## config.mk

```make
export PLATFORM = sky130hd
export DESIGN_NAME = lane_merge_top
export DESIGN_NICKNAME = d
export VERILOG_FILES = /design/src/rtl/lane_merge_pkg.sv /design/src/rtl/lane_align.sv /design/src/rtl/lane_pack.sv /design/src/rtl/lane_lp_watch.sv /design/src/rtl/lane_merge_top.sv
export SDC_FILE = /design/constraint.sdc
export NUM_CORES = 1
export LEC_CHECK = 0
export BUFFER_PORTS_ARGS = -buffer_cell sky130_fd_sc_hd__buf_2
export CAP_MARGIN = 20
export CORE_UTILIZATION = 53
export DETAILED_ROUTE_END_ITERATION = 7
export GPL_TIMING_DRIVEN = 0
export PLACE_DENSITY = 0.85
export SYNTH_ARGS = -nofsm -noshare
export SYNTH_HDL_FRONTEND = slang
export SYNTH_SLANG_ARGS = --single-unit
```

## constraint.sdc

```tcl
create_clock -name clk -period 3.75 [get_ports clk]
set_input_delay 0.1875 -clock clk [delete_from_list [all_inputs] [get_ports clk]]
set_output_delay 0.1875 -clock clk [all_outputs]
set_load 0.05 [all_outputs]
```

## src/rtl/lane_merge_pkg.sv

```systemverilog
package lane_merge_pkg;

    localparam int WORD_BYTES = 4;
    localparam int WORD_W     = 8 * WORD_BYTES;

    // one byte slot of a lane after capture
    typedef struct packed {
        logic       vld;
        logic [7:0] data;
    } lane_beat_t;

    typedef enum logic [1:0] {
        AL_IDLE,
        AL_WAIT,
        AL_RUN,
        AL_DROP
    } align_state_e;

    typedef struct packed {
        logic [WORD_W-1:0]     data;
        logic [WORD_BYTES-1:0] be;
        logic                  last;
    } word_t;

    // mask with the lowest n bits set
    function automatic logic [WORD_BYTES-1:0] low_mask(input int n);
        logic [WORD_BYTES-1:0] m;
        m = '0;
        for (int i = 0; i < WORD_BYTES; i++) begin
            if (i < n) m[i] = 1'b1;
        end
        return m;
    endfunction

endpackage

```

## src/rtl/lane_align.sv

```systemverilog
module lane_align
    import lane_merge_pkg::*;
#(
    parameter int LANES = 4,
    parameter int SKEW  = 2
) (
    input  logic               clk,
    input  logic               rst,
    input  logic [LANES-1:0]   act,
    input  logic [LANES*8-1:0] lane_byte,
    input  logic [LANES-1:0]   lane_vld,
    input  logic [LANES-1:0]   lane_sot,
    output logic               beat_vld,
    output logic               beat_end,
    output logic [LANES-1:0]   beat_mask,
    output logic [LANES*8-1:0] beat_byte,
    output logic               sync_err,
    output logic               idle
);

    localparam int OFF_W = (SKEW > 0) ? $clog2(SKEW + 1) : 1;

    align_state_e           state_q;
    logic [LANES-1:0]       seen_q;
    logic [OFF_W-1:0]       win_q;
    logic [OFF_W-1:0]       off_q [LANES];
    logic                   got_q;
    logic                   err_q;
    lane_beat_t             dly   [LANES][SKEW+1];
    lane_beat_t             tap   [LANES];
    logic [LANES-1:0]       tap_vld;
    logic [LANES-1:0]       sot_act;
    logic [LANES-1:0]       seen_nx;
    logic [OFF_W:0]         elapsed;

    // per-lane deskew delay lines and tap selection
    for (genvar i = 0; i < LANES; i++) begin : g_lane
        always_ff @(posedge clk) begin
            if (rst) begin
                for (int d = 0; d <= SKEW; d++) dly[i][d] <= '0;
            end else begin
                dly[i][0] <= '{vld: lane_vld[i], data: lane_byte[8*i +: 8]};
                for (int d = 1; d <= SKEW; d++) dly[i][d] <= dly[i][d-1];
            end
        end

        always_comb begin
            tap[i] = '0;
            for (int d = 0; d <= SKEW; d++) begin
                if (int'(off_q[i]) == SKEW - d) tap[i] = dly[i][d];
            end
        end

        assign tap_vld[i]           = tap[i].vld;
        assign beat_mask[i]         = tap[i].vld & act[i];
        assign beat_byte[8*i +: 8]  = tap[i].data;
    end

    assign sot_act  = lane_sot & lane_vld & act;
    assign seen_nx  = seen_q | sot_act;
    assign elapsed  = {1'b0, win_q} + 1'b1;

    assign beat_vld = (state_q == AL_RUN) && tap_vld[0];
    assign beat_end = (state_q == AL_RUN) && got_q && !tap_vld[0];
    assign sync_err = err_q;
    assign idle     = (state_q == AL_IDLE);

    always_ff @(posedge clk) begin
        if (rst) begin
            state_q <= AL_IDLE;
            seen_q  <= '0;
            win_q   <= '0;
            got_q   <= 1'b0;
            err_q   <= 1'b0;
            for (int i = 0; i < LANES; i++) off_q[i] <= '0;
        end else begin
            err_q <= 1'b0;
            case (state_q)
                AL_IDLE: begin
                    if (|sot_act) begin
                        seen_q <= sot_act;
                        win_q  <= '0;
                        got_q  <= 1'b0;
                        for (int i = 0; i < LANES; i++) off_q[i] <= '0;
                        state_q <= (sot_act == act) ? AL_RUN : AL_WAIT;
                    end
                end
                AL_WAIT: begin
                    seen_q <= seen_nx;
                    win_q  <= OFF_W'(elapsed);
                    for (int i = 0; i < LANES; i++) begin
                        if (sot_act[i] && !seen_q[i]) off_q[i] <= OFF_W'(elapsed);
                    end
                    if (seen_nx == act) begin
                        state_q <= AL_RUN;
                    end else if (int'(elapsed) >= SKEW) begin
                        err_q   <= 1'b1;
                        state_q <= AL_DROP;
                    end
                end
                AL_RUN: begin
                    if (beat_vld) got_q <= 1'b1;
                    if (beat_end) state_q <= AL_IDLE;
                end
                default: begin
                    if (!(|(lane_vld & act))) state_q <= AL_IDLE;
                end
            endcase
        end
    end


    drop_after_err_chk: assert property (@(posedge clk) disable iff (rst)
        err_q |-> (state_q == AL_DROP));


    run_all_seen_chk: assert property (@(posedge clk) disable iff (rst)
        (state_q == AL_RUN) |-> (seen_q == act));

endmodule

```

## src/rtl/lane_pack.sv

```systemverilog
module lane_pack
    import lane_merge_pkg::*;
#(
    parameter int LANES = 4
) (
    input  logic               clk,
    input  logic               rst,
    input  logic               beat_vld,
    input  logic               beat_end,
    input  logic [LANES-1:0]   beat_mask,
    input  logic [LANES*8-1:0] beat_byte,
    output word_t              word,
    output logic               word_vld
);

    localparam int CARRY_N = WORD_BYTES - 1;
    localparam int ACC_N   = WORD_BYTES + LANES - 1;
    localparam int FILL_W  = $clog2(WORD_BYTES);

    logic [7:0]        acc_q [CARRY_N];
    logic [FILL_W-1:0] fill_q;
    logic [7:0]        tmp   [ACC_N];
    int                cnt;
    int                total;
    word_t             word_q;
    logic              word_vld_q;

    always_comb begin
        cnt   = $countones(beat_mask);
        total = int'(fill_q) + cnt;
        for (int j = 0; j < ACC_N; j++) begin
            tmp[j] = '0;
            if (j < CARRY_N && j < int'(fill_q)) tmp[j] = acc_q[j];
            for (int l = 0; l < LANES; l++) begin
                if (l < cnt && j == int'(fill_q) + l) tmp[j] = beat_byte[8*l +: 8];
            end
        end
    end

    always_ff @(posedge clk) begin
        if (rst) begin
            word_vld_q <= 1'b0;
            word_q     <= '0;
            fill_q     <= '0;
            for (int m = 0; m < CARRY_N; m++) acc_q[m] <= '0;
        end else begin
            word_vld_q <= 1'b0;
            if (beat_vld) begin
                if (total >= WORD_BYTES) begin
                    word_vld_q  <= 1'b1;
                    word_q.be   <= '1;
                    word_q.last <= 1'b0;
                    for (int m = 0; m < WORD_BYTES; m++) word_q.data[8*m +: 8] <= tmp[m];
                    for (int m = 0; m < CARRY_N; m++) begin
                        if (m + WORD_BYTES < ACC_N) acc_q[m] <= tmp[m + WORD_BYTES];
                        else acc_q[m] <= '0;
                    end
                    fill_q <= FILL_W'(total - WORD_BYTES);
                end else begin
                    for (int m = 0; m < CARRY_N; m++) acc_q[m] <= tmp[m];
                    fill_q <= FILL_W'(total);
                end
            end else if (beat_end) begin
                word_vld_q  <= 1'b1;
                word_q.be   <= low_mask(int'(fill_q));
                word_q.last <= 1'b1;
                for (int m = 0; m < WORD_BYTES; m++) begin
                    if (m < CARRY_N && m < int'(fill_q)) word_q.data[8*m +: 8] <= acc_q[m];
                    else word_q.data[8*m +: 8] <= '0;
                end
                fill_q <= '0;
            end
        end
    end

    assign word     = word_q;
    assign word_vld = word_vld_q;


    be_prefix_chk: assert property (@(posedge clk) disable iff (rst)
        word_vld_q |-> ((WORD_BYTES'(word_q.be + 1'b1) & word_q.be) == '0));


    last_after_end_chk: assert property (@(posedge clk) disable iff (rst)
        (word_vld_q && word_q.last) |-> $past(beat_end));


    full_word_chk: assert property (@(posedge clk) disable iff (rst)
        (word_vld_q && !word_q.last) |-> (word_q.be == '1));

endmodule

```

## src/rtl/lane_lp_watch.sv

```systemverilog
module lane_lp_watch #(
    parameter int LANES = 4
) (
    input  logic             clk,
    input  logic             rst,
    input  logic [LANES-1:0] act,
    input  logic [LANES-1:0] lane_lp,
    output logic             lp_idle,
    output logic             lp_entry
);

    logic all_lp;
    logic idle_q;
    logic entry_q;

    assign all_lp = &(lane_lp | ~act);

    always_ff @(posedge clk) begin
        if (rst) begin
            idle_q  <= 1'b0;
            entry_q <= 1'b0;
        end else begin
            idle_q  <= all_lp;
            entry_q <= all_lp & ~idle_q;
        end
    end

    assign lp_idle  = idle_q;
    assign lp_entry = entry_q;


    entry_implies_idle_chk: assert property (@(posedge clk) disable iff (rst)
        entry_q |-> idle_q);


    entry_single_chk: assert property (@(posedge clk) disable iff (rst)
        entry_q |=> !entry_q);

endmodule

```

## src/rtl/lane_merge_top.sv

```systemverilog
module lane_merge_top
    import lane_merge_pkg::*;
#(
    parameter int LANES = 4,
    parameter int SKEW  = 2,
    localparam int CFG_W = (LANES > 1) ? $clog2(LANES) : 1
) (
    input  logic               clk,
    input  logic               rst,
    input  logic [CFG_W-1:0]   cfg_lanes,
    input  logic [LANES*8-1:0] lane_byte,
    input  logic [LANES-1:0]   lane_vld,
    input  logic [LANES-1:0]   lane_sot,
    input  logic [LANES-1:0]   lane_lp,
    output logic               out_vld,
    output logic [WORD_W-1:0]  out_data,
    output logic [WORD_BYTES-1:0] out_be,
    output logic               out_last,
    output logic               lane_err,
    output logic               lp_idle,
    output logic               lp_entry
);

    logic [CFG_W-1:0]   act_q;
    logic [LANES-1:0]   act;
    logic               align_idle;
    logic               beat_vld;
    logic               beat_end;
    logic [LANES-1:0]   beat_mask;
    logic [LANES*8-1:0] beat_byte;
    word_t              word;

    always_comb begin
        for (int i = 0; i < LANES; i++) act[i] = (i <= int'(act_q));
    end

    // lane count is latched only between bursts
    always_ff @(posedge clk) begin
        if (rst) begin
            act_q <= CFG_W'(LANES - 1);
        end else if (align_idle && !(|(lane_vld & act))) begin
            act_q <= cfg_lanes;
        end
    end

    lane_align #(.LANES(LANES), .SKEW(SKEW)) align_i (
        .clk       (clk),
        .rst       (rst),
        .act       (act),
        .lane_byte (lane_byte),
        .lane_vld  (lane_vld),
        .lane_sot  (lane_sot),
        .beat_vld  (beat_vld),
        .beat_end  (beat_end),
        .beat_mask (beat_mask),
        .beat_byte (beat_byte),
        .sync_err  (lane_err),
        .idle      (align_idle)
    );

    lane_pack #(.LANES(LANES)) pack_i (
        .clk       (clk),
        .rst       (rst),
        .beat_vld  (beat_vld),
        .beat_end  (beat_end),
        .beat_mask (beat_mask),
        .beat_byte (beat_byte),
        .word      (word),
        .word_vld  (out_vld)
    );

    lane_lp_watch #(.LANES(LANES)) lp_i (
        .clk      (clk),
        .rst      (rst),
        .act      (act),
        .lane_lp  (lane_lp),
        .lp_idle  (lp_idle),
        .lp_entry (lp_entry)
    );

    assign out_data = word.data;
    assign out_be   = word.be;
    assign out_last = word.last;


    cfg_hold_chk: assert property (@(posedge clk) disable iff (rst)
        !align_idle |=> $stable(act_q));

endmodule

```

# Word level (Yosys, flattened, before mapping)
# Memories as Yosys holds them, arrays and structs flattened.
# Index checks and enable logic that the tools add are counted.
classes:
  add_sub_neg: 9
  mul: 0
  div: 0
  n_lt_le_gt_ge: 12
  eq_ne: 39
  shift: 0
  n_mux: 122
  bitwise_logic: 38
  reduce_logical: 59
op_table:
  columns: ["op", "n"]
  rows:
  - ["$eq 4x32->1 const A", 9]
  - ["$mux 8", 34]
  - ["$mux 9", 24]
  - ["$eq 3x32->1 const A", 6]
  - ["$logic_not 32->1", 4]
  - ["$mux 37", 3]
  - ["$eq 2x32->1 const A", 3]
  - ["$lt 3x32->1 const A", 2]
  - ["$mux 1", 39]
  - ["$mux 2", 17]
  - ["$logic_and 1x1->1", 33]
  - ["$add 3x32->32", 1]
  - ["$add 32x32->32", 1]
  - ["$ge 32x4->1 const B", 1]
  - ["$lt 1x32->1 const A", 1]
  - ["$lt 2x32->1 const A", 1]
  - ["$or 1x1->1", 26]
  - ["$eq 2x2->1 const B", 9]
  - ["$and 4x4->4", 3]
  - ["$logic_not 2->1", 5]
  - ["$eq 4x4->1", 2]
  - ["$ne 2x1->1 const B", 4]
  - ["$or 4x4->4", 2]
  - ["$pmux 4 s2", 1]
  - ["other kinds (28)", 48]
word_totals:
  ff_bits: 54
  latch_bits: 0
  mem_bits_rw: 140
  romBits: 0
  input_bits: 48
  out_inout_bits: 41
  elab_cells: 295
  mem_count: 3
mem_list:
  columns: ["memory", "depth", "word_bits", "rd", "rd_clocked_by_memory_dff", "write_ports", "line_no", "source"]
  rows:
  - ["align_i.dly", 4, 27, 4, 0, 4, "lane_align.sv:29", "lane_beat_t dly [LANES][SKEW+1];"]
  - ["pack_i.acc_q", 3, 8, 3, 0, 3, "lane_pack.sv:20", "logic [7:0] acc_q [CARRY_N];"]
  - ["align_i.off_q", 4, 2, 4, 0, 4, "lane_align.sv:26", "logic [OFF_W-1:0] off_q [LANES];"]

# Longest topological paths before layout
# Gate-level depths: netlist of the first run.
# An unclocked memory read counts as a cell.
logic_depth:
  ltp_word: 16
  ltp_mapped: 18
  ltp_nobuf: 14

# Hierarchy
# From an unflattened synthesis of the first run, not the netlist that was laid out.
hier_totals:
  hier_cells: 912
  area_unflattened_um2: 8684.6
by_module_without_submodules:
  columns: ["module", "n_inst", "cells_per_inst", "area_each_um2", "seq_area_each_um2"]
  rows:
  - ["lane_align", 1, 455, 4589.4, 2582.5]
  - ["lane_pack", 1, 431, 3861.2, 1521.5]
  - ["lane_merge_top", 1, 17, 141.4, 40.0]
  - ["lane_lp_watch", 1, 9, 92.6, 40.0]

# Worst setup path before layout of the first run
# No wires, ideal clock.
synth_timing:
  path_kind: "register to register"
  from: "memory align_i.off_q[1][0] in the netlist's numbering"
  to: "memory pack_i.acc_q[1][2], in the netlist pack_i.acc_q[0][10] (data pin)"
  setup_time_ns: 0.274
  arrival_time_ns: 3.732
  t_required_ns: 3.476
  setup_slack_ns: -0.255
  path_stages_with_launch: 18
  path_buffers: 4
  period_less_slack_ns: 4.005
  cell_sequence: "edfxtp_1 > buf_2 > clkbuf_1 > mux2i_1 > nor2_1 > a31oi_1 > nor2_1 > ha_1 > ha_1 > fa_1 > inv_1 > fa_1 > nand2b_1 > o21ai_1 > or3_1 > buf_2 > buf_2 > o22ai_1"
synth_rtl:
  columns: ["element", "line_no"]
  rows:
  - ["from (decl)", "lane_align.sv:26"]
  - ["to (decl)", "lane_pack.sv:20"]

==> results.md, run 1 <==
- The register clock-pin slew on the reported worst setup and hold paths is approximately 0.07 ns.
- Setup repair after global routing could not meet its margin everywhere.
- The worst register-to-register path has a setup slack of 0.05 ns.
- Max-cap violations in this run came to 0.
- The cell family with the largest share of critical-path delay is adder cells.
- IR analysis of the VDD net gives a maximum drop of roughly 320 uV.
- The total CTS buffers is 17.
- The repair_antennas step left the layout with diodes totalling 0.
- The power per cell area is around 490 mW/mm^2.
- The final hold violation count is 0.
- Clock latency on the worst-skew pair, taken at its later pin, is between 0.4 and 0.5 ns.
- The maximum operating frequency is between 200 and 300 MHz.
- The number of global-route vias before repair is slightly below 7,000.
- The count of nets left with antenna violations once routing finished came out at 0.
- The final RePlAce weighted congestion is slightly below 1.
- The core footprint is 0.01475 sq mm.
- The slack of the critical path is about 0.049 ns.
- The routed length on met2 is approximately 11,000 um.
- The count of final setup violators is 0.
- The signal on the critical path passes through buf_6 -> nand3b_1 -> o21a_4 -> inv_1 -> ha_1 -> ha_2 -> fa_2 -> inv_2 -> fa_2 -> nand2b_4 -> o21ai_4 -> o31ai_4 -> nor2_4 -> buf_4 -> a221o_1.
- The measured slew at the worst slew-check pin is around 1.2 ns.
- The endpoint of the most critical register-to-register path is pack_i.word[19]$_SDFFE_PP0P_.
- CTS built an H-tree with a depth of 4.
- For this run, the detailed router's first-pass iteration total came to 7.
- The netlist area before placement is roughly 0.008 sq mm.
- The tightest min-delay check is of the in -> reg type.
- The final number of max-transition violations is 0.
- The number of unique standard cell types used by synthesis is 59.
- The overall power of the completed layout is 4.942 mW.
- Among all flip-flop cells after synthesis, the most frequent one is sky130_fd_sc_hd__dfxtp_1.
- The maximum fanout along the worst path is 7.
- The highest signal layer in the routed design is met4.
- The cell sitting at the root of the clock tree is a sky130_fd_sc_hd__clkbuf_16.
- The layout net count is 1,047.
- The synthesis-to-finish area growth is 24.83%.
- In this run, synthesis inferred 30 flip-flops with an integrated enable.
- Of the available clock period, the critical path in the final layout requires 0.9870.
- Of the synthesized area, sequential elements account for 0.5133.
- Measured along the x axis, the die boundary spans around 130 um.
- After detailed routing, the met3 layer carries about 2200 um of wire.
- The reported leakage power is a little under 4 nW.
- In this design, the stage delay of the slowest critical-path cell is roughly 0.56 ns.
- Detailed placement ended at an HPWL of between 15,000 and 20,000 um.
- Summing all non-filler instances in the final layout gives an area of between 0.01 and 0.015 sq mm.
- In the routed layout, each cell is associated on average with a via count of about 6.2.
- The combined global-route utilization of all metal layers is 0.2891.
- The die covers approximately 0.016 sq mm.
- The most critical setup path has its endpoint at pack_i.word[19]$_SDFFE_PP0P_.
- The cell that appears most often on the critical path is sky130_fd_sc_hd__fa_2.
- After synthesis, the share of flip-flops with an asynchronous set or reset is 0.
- For the worst setup path, the data required time is between 4 and 5 ns.
- The first global-routing pass estimated about 36,000 um of wire.
- The highest-delay cell along the critical path is sky130_fd_sc_hd__fa_2.
- The number of buffers and inverters on the critical path is 4.
- For this configuration, the core starts out at a cell density of 0.5525.
- The count of buffers inserted at the top-level ports is 88.
- The number of antenna violations at the first check in global routing is 0.
- The post-detailed-placement cell area is 0.008857 sq mm.
- The CTS tree is done.
- After synthesis the netlist holds a flip-flop and latch count of 194.
- Clock tree synthesis found a total of between 150 and 200 sinks.
- The start point of the critical path is align_i.off_q[0][0]$_SDFFCE_PN0P_.
- The maximum number of pins on one net before global-route repair is 25.
- The critical path capture point type is a flop.
- In this run the vertical extent of the chip is 126.0 um.
- The critical path is of the reg -> reg type.
- The run finished with clean final reports.
- The clock passes through at most 2 buffers.
- The count of warnings emitted by yosys is 0.
- The final critical-path required period is 3.701 ns.
- The start of the worst register-to-register path is align_i.off_q[0][0]$_SDFFCE_PN0P_.
- The launching element type of the critical path is a flop.
- The mean cell area of the mapped netlist is about 10 sq um.
- The fraction of layout instances using a drive strength above 1 is 0.2052.
- For the worst flop-to-flop path, the logic depth is 15.
- The relative slew slack is 0.2200.
- The worst slack at placement is -0.7139 ns.
- The sum of negative setup slack is 0 ns.
- The number of vias after detailed routing is 7,313.
- The floorplan has 44 rows.
- The worst clock skew is ~0.010 ns.
- 89 I/O pins were placed.
- The residual overflow from global routing is 0.
- The initial detailed-routing violation count is 770.
- The number of design rule violations left after detail routing is 0.
- The share of the core filled with cells in the final layout is 0.6897.
- The routed wirelength normalized by instance count is 19.34 um.
- The routed wire length is about 23,000 um.
- The number of nets handed over by synthesis was approximately 900.
- At the worst endpoint, the arrival time is between 4 and 5 ns.
- The met1 wire length is 9301 um.
- Synthesis handed over a netlist of between 800 and 900 instances.
- The logic depth of the worst setup path including buffers is 15.
## repair_timing
action | 4_1_cts | 5_1_grt
setup buffers | 8 | 16
hold buffers | 32 | 0
pin swaps | 8 | 11
gates resized for setup | 32 | 37
endpoints found under the setup margin | 62 | 59
cloned | 1 | 1
hold endpoints to repair | 32 | 0
## layout by cell type (no fill, tap or decap), types with 6 or more instances in the layout
cell type	n
sky130_fd_sc_hd__dfxtp_1	164
sky130_fd_sc_hd__buf_4	24
sky130_fd_sc_hd__nor2_1	87
sky130_fd_sc_hd__a221o_1	9
sky130_fd_sc_hd__a21oi_1	32
sky130_fd_sc_hd__and2_1	11
sky130_fd_sc_hd__nor2b_1	115
sky130_fd_sc_hd__o22ai_1	22
sky130_fd_sc_hd__o21ai_0	23
sky130_fd_sc_hd__a32o_1	8
sky130_fd_sc_hd__dlygate4sd3_1	32
sky130_fd_sc_hd__inv_1	12
sky130_fd_sc_hd__buf_2	96
sky130_fd_sc_hd__clkbuf_1	21
sky130_fd_sc_hd__mux2i_1	37
sky130_fd_sc_hd__a32oi_1	7
sky130_fd_sc_hd__nor3_1	11
sky130_fd_sc_hd__a2bb2oi_1	8
sky130_fd_sc_hd__o2bb2ai_1	16
sky130_fd_sc_hd__a221oi_1	20
sky130_fd_sc_hd__buf_6	8
sky130_fd_sc_hd__nand3b_1	9
sky130_fd_sc_hd__nand2b_1	6
sky130_fd_sc_hd__and3_1	9
sky130_fd_sc_hd__edfxtp_1	30
sky130_fd_sc_hd__nand2_1	43
sky130_fd_sc_hd__a22oi_1	25
sky130_fd_sc_hd__clkbuf_16	19
## worst min-delay path by stage
stage	startpoint	endpoint	depth (start not counted)
after floorplan	lane_byte[0]	align_i.dly[0][18]$_SDFF_PP0_	1
final	lane_byte[21]	align_i.dly[2][23]$_SDFF_PP0_	2
after global routing	lane_byte[20]	align_i.dly[2][22]$_SDFF_PP0_	2
after CTS	lane_byte[21]	align_i.dly[2][23]$_SDFF_PP0_	2
after global placement	lane_byte[27]	align_i.dly[3][21]$_SDFF_PP0_	2
after detailed placement	lane_byte[19]	align_i.dly[2][21]$_SDFF_PP0_	2
## sequential cells by signal, summed over array words and instances, names as in the netlist
| signal | cells |
|---|---|
| align_i.dly | 108 |
| pack_i.word | 37 |
| pack_i.acc_q | 24 |
| align_i.off_q | 8 |
| align_i.seen_q | 4 |
| act_q | 2 |
| align_i.state_q | 2 |
| align_i.win_q | 2 |
| pack_i.fill_q | 2 |
| align_i.got_q | 1 |
| align_i.sync_err | 1 |
| lp_i.lp_entry | 1 |
| lp_i.lp_idle | 1 |
| pack_i.word_vld | 1 |
## cell usage after synthesis, drive strengths merged, types with 2 or more instances
library cell	count	area (sq um)
clkbuf	33	123.9
dfxtp	164	3283
nand3	6	30.03
nand2	44	165.2
nor2b	115	719.4
a32oi	8	70.07
a32o	8	80.08
inv	13	48.80
o2bb2ai	16	140.1
and2	11	68.82
nand3b	9	67.56
buf	19	97.60
a22oi	25	187.7
mux2i	38	380.4
nor3	14	75.07
o211ai	2	15.01
edfxtp	30	900.9
o221a	4	45.04
o22ai	24	150.1
o32ai	2	25.03
fa	2	40.04
a221o	9	90.09
nand4	2	12.51
a21oi	34	170.2
and3	9	56.30
ha	6	75.07
nor2	89	336.6
or2	3	18.77
a221oi	25	219.0
or3	5	31.28
a31oi	2	12.51
o21ai	26	130.1
a2bb2oi	8	70.07
nand2b	9	63.81
a21o	2	15.01
## logic make-up (layout without fill, tap and decap cells)
group	count (synthesis)	count (layout)	share of synthesized area
adders and majority gates	8	8	0.01412
muxes	39	39	0.04804
and+or+nand+nor	321	321	0.2072
DFF	194	194	0.5133
buffers and inverters	65	238	0.03316
AOI/OAI and AO/OA	204	204	0.1842
## per-stage QoR
step	hold slack (ns)	cells
after floorplan	0.3157	831
after global placement	0.3944	1103
after detailed placement	0.4005	1103
after CTS	0.01745	1173
after global routing	0.02718	1188
final	0.01535	1188
## where the power goes
part | total (mW) | switching (mW) | internal (mW)
Sequential | 2.29 | 0.0718 | 2.22
Clock | 1.78 | 0.801 | 0.984
Combinational | 0.865 | 0.516 | 0.349
Total | 4.94 | 1.39 | 3.55
## routing by layer
| metal | GRT usage | vias up |
|---|---|---|
| met5 | 0 | - |
| met4 | 0.1205 | 0 |
| met3 | 0.06415 | 76 |
| met2 | 0.4667 | 463 |
| met1 | 0.3752 | 3445 |
| li1 | - | 3329 |
## area by class of cell
class	instances	area (sq um)
Multi-Input combinational cell	572	3866
Sequential cell	194	4184
Inverter	13	48.80
Timing Repair Buffer	146	992.2
Buffer	47	269.0
Clock buffer	22	516.7
Clock inverter	10	68.82
Tap cell	184	230.2
Fill cell	1049	4578
Note: power is estimated with default switching activity, not from simulation.
==> run 2, diff against run 1 <==
--- a/config.mk
+++ b/config.mk
@@ -7,10 +7,13 @@
 export LEC_CHECK = 0
 export BUFFER_PORTS_ARGS = -buffer_cell sky130_fd_sc_hd__buf_2
 export CAP_MARGIN = 20
+export CORE_ASPECT_RATIO = 0.6
 export CORE_UTILIZATION = 53
+export CTS_CLUSTER_DIAMETER = 30
 export DETAILED_ROUTE_END_ITERATION = 7
 export GPL_TIMING_DRIVEN = 0
 export PLACE_DENSITY = 0.85
+export SLEW_MARGIN = 20
 export SYNTH_ARGS = -nofsm -noshare
 export SYNTH_HDL_FRONTEND = slang
 export SYNTH_SLANG_ARGS = --single-unit
==> run 2 against run 1 <==
- the run now ends with negative setup slack left
- sequential cell count did not move
- sequential share of layout area fell by 0.66 points
- combinational power rose by 5.7%
- worst setup slack got worse by 0.059 ns
- clock power rose by 9%
- register-to-register slack got worse by 0.06 ns
- first-iteration DRC count rose by 24%
- cell area rose by 1.6%
- routed wire length rose by 8.3%
- non-clock buffer count rose by 1
- critical endpoint is now pack_i.word[13]$_SDFFE_PP0P_
- largest cell class unchanged
- highest routed layer unchanged
==> results.md, run 2 (synthesis results as in run 1) <==
- The number of maximum-capacitance constraint violations is 0 (unchanged).
- The first-pass GRT wire length was 37,520 um (+4.9%).
- The switching power of the nets was 1.538 mW (+11%).
- The number of antenna violations at the first check in global routing was 0 (unchanged).
- The count of buffers inserted at the top-level ports is 88 (unchanged).
- The final hold violation count came to 0 (unchanged).
- The final clock period utilization by the worst path was 1.003 (+0.01583).
- The total CTS buffers is 17 (unchanged).
- The internal power consumption is 3.611 mW (+1.6%).
- The met1 wire length is 10,830 um (+16%).
- The register containing the most flip-flops in the final layout is align_i.dly.
- The data arrival time of the critical path came to 4.09 ns (+0.06 ns).
- The count of nets left with antenna violations after detail routing was 0 (unchanged).
- The routed wirelength normalized by instance count was 20.68 um (+6.9%).
- The number of instances on the worst hold path is 2 (unchanged).
- The checks that failed: negative setup slack.
- The die span in y is 98.07 um (-22%).
- The initial detailed-routing violation count is 951 (+24%).
- Relative to the synthesized area, the layout overhead comes to 26.86%.
- The worst clock skew was 0.01074 ns (+0.0006848 ns).
- The final critical-path required period is 3.760 ns (+0.05936 ns).
- The overall power of the completed layout came to 5.150 mW (+4.2%).
- The routed length on met2 is 10,450 um (-1.8%).
- The cell count after placement is 1,117 (+1.3%).
- The endpoint required time on the critical path is 4.08 ns (about the same).
- The ratio of routed vias to standard cells was 6.131 (-0.41%).
- The logic gate share of total power is 0.178 (+0.003).
- The CTS tree is done.
- The measured slew at the worst slew-check pin is 1.271 ns (+0.1035 ns).
- The share of the core filled with cells in the final layout is 0.7005 (+0.01084).
- The total die area came to 0.01590 sq mm (+0.11%).
- The final number of max-transition violations was 0 (unchanged).
- The overall die width came to 162.1 um (+29%).
- The sequential fraction of design power came to 0.446 (-0.018).
- The cell count of the worst reg-to-reg path is 15 (unchanged).
- Leaving out fill and tap cells, the most frequent cell in the layout is sky130_fd_sc_hd__dfxtp_1.
- The number of rows in the core area is 34 (-23%).
- The finished layout cell area is 0.01034 sq mm (+1.6%).
- The count of final setup violators is 3 (+3).
- The register clock-pin slew on the reported worst setup and hold paths is 0.08 ns (about the same).
- The worst slack at placement is -0.7273 ns (-0.01347 ns).
- The slack of the critical path is -0.01048 ns (-0.05936 ns).
- The startpoint of the worst hold path is lane_byte[8].
- The number of sinks driven by the clock tree came to 194 (unchanged).
- The sum of negative setup slack is -0.02675 ns (-0.02675 ns).
- The final hold slack is 0.004774 ns (-0.01058 ns).
- The highest signal layer in the routed design is met4.
- The final RePlAce weighted congestion came to 0.9764 (+0.91%).
- The largest voltage drop on the vdd net is 343.4 uV (+8.7%).
- The fraction of layout instances using a drive strength above 1 is 0.2109 (+0.005766).
- The relative contribution of the clock network to total power is 0.377 (+0.016).
- The number of diodes is 0 (unchanged).
- The endpoint identified for the worst register-to-register timing path is pack_i.word[13]$_SDFFE_PP0P_.
- The layout net count is 1,048 (+0.096%).
- The worst setup path is captured at a flop.
- The number of buffers between clock root and the deepest sink came to 2 (unchanged).
- The number of optimization iterations in the first detailed-route pass is 6 (-1).
- The fill cell instance count of the final layout came to 1,059 (+0.95%).
- The count of pins on the block boundary came to 89 (unchanged).
- CTS placed an instance of sky130_fd_sc_hd__clkbuf_16 at the clock tree root.
- The maximum operating frequency is 265.9 MHz (-1.6%).
- The number of vias after detailed routing is 7,375 (+0.85%).
- The core footprint was 0.01476 sq mm (about the same).
- In the layout the commonest cells are 164 x sky130_fd_sc_hd__dfxtp_1, 114 x sky130_fd_sc_hd__nor2b_1, 94 x sky130_fd_sc_hd__buf_2.
- The number of H-tree branching levels was 4 (unchanged).
- The switching power share of the total is 0.2987 (+0.01763).
- The reported leakage power is 4.005 nW (+0.67%).
- The start of the worst register-to-register path is align_i.off_q[0][0]$_SDFFCE_PN0P_.
- The class of the tightest hold or removal check is in -> reg.
- The flow ran to the end, but the final reports show violations.
- The reg2reg setup slack was -0.01 ns (-0.06 ns).
- By startpoint and endpoint, the worst setup path is classified as reg -> reg.
- The relative slew slack is 0.1440 (-0.07603).
- The power per cell area is 498.0 mW/mm^2 (+2.5%).
- The worst setup path is launched from a flop.
- The number of global-route vias before repair is 6,831 (+0.95%).
- The number of design rule violations left after detail routing is 0 (unchanged).
- The routed wire length was 24,880 um (+8.3%).
- The combined global-route utilization of all metal layers was 0.3113 (+0.02214).
- The final instance count without filler cells came to 1,203 (+1.3%).
- The maximum number of pins on one net before global-route repair is 25 (unchanged).
- The number of flip-flops under the largest register name was 108 (unchanged).
- The starting density of the core came to 0.5522 (about the same).
- The HPWL after detailed placement is 16,280 um (+7.8%).
- Setup repair after global routing could not meet its margin everywhere.
- The destination of the worst hold path is align_i.dly[1][18]$_SDFF_PP0_.
- The post-detailed-placement cell area was 0.008875 sq mm (+0.20%).
- The maximum fanout along the worst path is 5 (-2).
- The clock latency reported for the late side of the worst-skew pair was 0.44 ns (about the same).
- The detailed-routed wire length on met3 is 2713 um (+22%).
- The residual overflow from global routing is 0 (unchanged).
-- run 2: worst max-delay path, cell delays in order (launching register included) --
cell                       delay (ns)
sky130_fd_sc_hd__edfxtp_1        0.46
sky130_fd_sc_hd__mux2i_4         0.31
sky130_fd_sc_hd__o21a_4          0.19
sky130_fd_sc_hd__inv_1           0.06
sky130_fd_sc_hd__ha_1            0.29
sky130_fd_sc_hd__ha_2            0.19
sky130_fd_sc_hd__fa_2            0.57
sky130_fd_sc_hd__inv_2           0.05
sky130_fd_sc_hd__fa_2            0.36
sky130_fd_sc_hd__nand2b_4        0.16
sky130_fd_sc_hd__o21ai_4         0.22
sky130_fd_sc_hd__or3_1           0.17
sky130_fd_sc_hd__buf_6           0.15
sky130_fd_sc_hd__buf_8           0.13
sky130_fd_sc_hd__nor2_1          0.07
sky130_fd_sc_hd__a221o_1         0.26
-- run 2: how the worst max path moves through the flow --
| stage | from | end | slack (ns) | depth (start not counted) |
|---|---|---|---|---|
| floorplan | align_i.off_q[0][0]$_SDFFCE_PN0P_ | pack_i.acc_q[0][10]$_DFFE_PP_ | 0.002 | 15 |
| global placement | align_i.off_q[3][0]$_SDFFCE_PN0P_ | pack_i.word[15]$_SDFFE_PP0P_ | -0.67 | 16 |
| detailed placement | align_i.off_q[3][0]$_SDFFCE_PN0P_ | pack_i.acc_q[0][9]$_DFFE_PP_ | -0.73 | 16 |
| CTS | align_i.off_q[3][0]$_SDFFCE_PN0P_ | pack_i.word[17]$_SDFFE_PP0P_ | 0.0004 | 17 |
| global route | align_i.off_q[1][0]$_SDFFCE_PN0P_ | pack_i.word[20]$_SDFFE_PP0P_ | -0.11 | 17 |
| finish | align_i.off_q[0][0]$_SDFFCE_PN0P_ | pack_i.word[13]$_SDFFE_PP0P_ | -0.01 | 15 |
-- run 2: routing by layer --
metal | up-vias | GRT usage
li1 | 3332 | -
met1 | 3444 | 0.4425
met2 | 503 | 0.4563
met3 | 96 | 0.07009
met4 | 0 | 0.1277
met5 | - | 0
-- run 2: final cells by class --
| class | count | area (sq um) | share of cell area |
|---|---|---|---|
| plain buffers | 49 | 289.0 | 0.02795 |
| multi-input cells | 572 | 3945 | 0.3815 |
| clock inverters | 13 | 163.9 | 0.01585 |
| inverters | 13 | 48.80 | 0.004719 |
| well taps | 198 | 247.7 | 0.02396 |
| repair buffers | 145 | 987.2 | 0.09546 |
| clock buffers | 19 | 475.5 | 0.04598 |
| flip-flops and latches | 194 | 4184 | 0.4046 |
-- run 2: power by group through the flow --
stage | logic [mW] | clock network (mW) | registers [mW]
floorplan | 0.511 | 0 | 2.32
finish | 0.914 | 1.94 | 2.29
global placement | 0.727 | 0 | 2.32
CTS | 0.832 | 1.93 | 2.29
detailed placement | 0.739 | 0 | 2.33
global route | 0.965 | 2.02 | 2.30
-- run 2: what timing repair did --
item,in CTS,in global routing
endpoints found under the hold margin,33,0
setup buffers,11,11
hold buffers,33,0
pin swaps,12,17
gates cloned,1,0
endpoints found under the setup margin,62,59
gates resized for setup,47,37
==> run 3, diff against run 2 <==
--- a/config.mk
+++ b/config.mk
@@ -17,3 +17,4 @@
 export SYNTH_ARGS = -nofsm -noshare
 export SYNTH_HDL_FRONTEND = slang
 export SYNTH_SLANG_ARGS = --single-unit
+export TNS_END_PERCENT = 1
==> run 3 against run 2 <==
- the run still ends with negative setup slack left
- fmax is 0.83% lower
- sequential power hardly changed
- clock power about the same
- hold slack about the same
- power down 0.18%
- sequential share of layout area grew 0.20 points
- register-to-register slack got worse by 0.03 ns
- critical endpoint unchanged
- largest cell class unchanged
- highest routed layer unchanged
==> results.md, run 3 (synthesis results as in run 1) <==
- The clock latency reported for the late side of the worst-skew pair is 0.44 ns (about the same).
- The first-pass GRT wire length was 37,500 um (about the same).
- The register clock-pin slew on the reported worst setup and hold paths is 0.08 ns (about the same).
- The final clock period utilization by the worst path came to 1.011 (+0.008357).
- The share of the core filled with cells in the final layout is 0.6972 (-0.003390).
- The total CTS buffers is 17 (unchanged).
- The residual overflow from global routing came to 0 (unchanged).
- The count of pins on the block boundary is 89 (unchanged).
- The critical path capture point type is a flop.
- The buffer type at the clock tree root is sky130_fd_sc_hd__clkbuf_16.
- The count of final setup violators was 13 (+10).
- The number of flip-flops under the largest register name is 108 (unchanged).
- The die span in y came to 98.07 um (unchanged).
- The endpoint required time on the critical path is 4.08 ns (about the same).
- The data arrival time of the critical path came to 4.12 ns (+0.03 ns).
- The number of optimization iterations in the first detailed-route pass is 5 (-1).
- The relative slew slack came to 0.1471 (+0.003165).
- The power per cell area is 499.5 mW/mm^2 (+0.31%).
- The reg2reg setup slack is -0.04 ns (-0.03 ns).
- The class of the tightest hold or removal check is in -> reg.
- The final RePlAce weighted congestion is 0.9764 (unchanged).
- The routed wirelength normalized by instance count is 20.57 um (-0.53%).
- The flow ran to the end, but the final reports show violations.
- The worst clock skew was 0.008331 ns (-0.002404 ns).
- Counting flops per register, the top entry is align_i.dly.
- The number of antenna violations at the first check in global routing is 0 (unchanged).
- The maximum fanout along the worst path is 5 (unchanged).
- The overall power of the completed layout is 5.140 mW (-0.18%).
- The maximum operating frequency is 263.7 MHz (-0.83%).
- The HPWL after detailed placement came to 16,280 um (unchanged).
- The final critical-path required period is 3.792 ns (+0.03134 ns).
- The number of H-tree branching levels is 4 (unchanged).
- The ratio of routed vias to standard cells came to 6.139 (+0.14%).
- STA classifies the critical path startpoint as a flop.
- The slack of the critical path came to -0.04182 ns (-0.03134 ns).
- The sum of negative setup slack came to -0.2622 ns (-0.2355 ns).
- The number of diodes is 0 (unchanged).
- The overall die width came to 162.1 um (unchanged).
- The initial detailed-routing violation count is 979 (+2.9%).
- The fraction of layout instances using a drive strength above 1 came to 0.2064 (-0.004564).
- The cell count of the worst reg-to-reg path is 16 (+1).
- The final number of max-transition violations came to 0 (unchanged).
- The number of design rule violations left after detail routing is 0 (unchanged).
- The combined global-route utilization of all metal layers was 0.3112 (about the same).
- The reported leakage power came to 3.999 nW (-0.16%).
- The maximum number of pins on one net before global-route repair is 25 (unchanged).
- The number of rows in the core area came to 34 (unchanged).
- The layout net count came to 1,046 (-0.19%).
- The checks that failed: negative setup slack.
- The final hold violation count is 0 (unchanged).
- The routed wire length is 24,700 um (-0.70%).
- The number of vias after detailed routing came to 7,373 (-0.027%).
- The count of nets left with antenna violations after detail routing is 0 (unchanged).
- The fill cell instance count of the final layout is 1,074 (+1.4%).
- The top cell types in the final layout, fill and taps aside, are 164 x sky130_fd_sc_hd__dfxtp_1, 114 x sky130_fd_sc_hd__nor2b_1, 94 x sky130_fd_sc_hd__buf_2.
- The largest voltage drop on the vdd net is 336.2 uV (-2.1%).
- Leaving out fill and tap cells, the most frequent cell in the layout is sky130_fd_sc_hd__dfxtp_1.
- Relative to the synthesized area, the layout overhead comes to 26.25%.
- The count of buffers inserted at the top-level ports is 88 (unchanged).
- The number of buffers between clock root and the deepest sink came to 2 (unchanged).
- The starting density of the core is 0.5522 (unchanged).
- The register area is 0.004184 sq mm (unchanged).
- The CTS tree is done.
- The worst slack at placement came to -0.7273 ns (unchanged).
- Setup repair after global routing could not meet its margin everywhere.
- The measured slew at the worst slew-check pin came to 1.266 ns (-0.004697 ns).
- The number of sinks driven by the clock tree is 194 (unchanged).
- The core footprint is 0.01476 sq mm (unchanged).
- The total die area came to 0.01590 sq mm (unchanged).
- The kind of critical path is reg -> reg.
- The number of maximum-capacitance constraint violations is 0 (unchanged).
- The number of global-route vias before repair is 6,838 (+0.10%).
- The combined area of the multi-input logic cells is 0.003911 sq mm (-0.86%).
- The number of instances on the worst hold path is 2 (unchanged).
## run 3: changes by cell type in the layout (fill, tap and decap cells not counted), sizes merged
cell    delta
buf        -3
clkbuf     +1
## run 3: where the power goes
group | internal [mW] | total, mW | switching (mW) | leakage [nW]
Clock | 1.04 | 1.94 | 0.901 | 0.314
Sequential | 2.22 | 2.29 | 0.0759 | 1.66
Combinational | 0.356 | 0.909 | 0.553 | 2.03
## run 3: what timing repair did
item,in CTS,in global routing
hold endpoints to repair,33,0
cloned,1,0
pin swaps,12,19
setup buffers,11,9
gates resized for setup,45,31
setup endpoints to repair,62,59
hold buffers,33,0
## run 3: through the flow
step	cell area, sq um	instances	hold WS, ns
finish	10290	1201	0.004403
global route	10290	1201	0.01565
CTS	10110	1192	0.002284
detailed placement	8875	1117	0.4005
global placement	8875	1117	0.3946
floorplan	8187	831	0.3157
## run 3: layout make-up
class,count,share of cell area
Buffer,49,0.02869
Timing Repair Buffer,143,0.09374
Clock inverter,13,0.01593
Inverter,13,0.004742
Multi-Input combinational cell,572,0.3801
Tap cell,198,0.02407
Clock buffer,19,0.04620
Sequential cell,194,0.4066
## run 3: worst max-delay path: stages, from the launching register on
cell and delay [ns]:
sky130_fd_sc_hd__edfxtp_1 0.49, sky130_fd_sc_hd__nor2b_4 0.17, sky130_fd_sc_hd__clkbuf_8 0.14, sky130_fd_sc_hd__a21oi_4 0.18, sky130_fd_sc_hd__nor2_1 0.06, sky130_fd_sc_hd__ha_1 0.28, sky130_fd_sc_hd__ha_2 0.18, sky130_fd_sc_hd__fa_2 0.57
sky130_fd_sc_hd__inv_2 0.05, sky130_fd_sc_hd__fa_2 0.36, sky130_fd_sc_hd__nand2b_4 0.16, sky130_fd_sc_hd__o21ai_4 0.24, sky130_fd_sc_hd__or3_1 0.17, sky130_fd_sc_hd__buf_6 0.16, sky130_fd_sc_hd__buf_8 0.13, sky130_fd_sc_hd__nor2_1 0.06
sky130_fd_sc_hd__a221o_1 0.26
## run 3: final timing paths
path / end / start
setup / recovery: pack_i.word[13]$_SDFFE_PP0P_ / align_i.off_q[3][0]$_SDFFCE_PN0P_
hold / removal: align_i.dly[1][18]$_SDFF_PP0_ / lane_byte[8]
setup reg to reg: pack_i.word[13]$_SDFFE_PP0P_ / align_i.off_q[3][0]$_SDFFCE_PN0P_
hold reg to reg: lp_i.lp_entry$_SDFF_PP0_ / lp_i.lp_idle$_SDFF_PP0_
## run 3: metal layers
| metal | track usage | vias up | routed length [um] |
|---|---|---|---|
| met5 | 0 | - | 0 |
| met4 | 0.1292 | 0 | 702 |
| met3 | 0.06967 | 83 | 2668 |
| li1 | - | 3328 | - |
| met1 | 0.4420 | 3467 | 10800 |
| met2 | 0.4563 | 495 | 10530 |
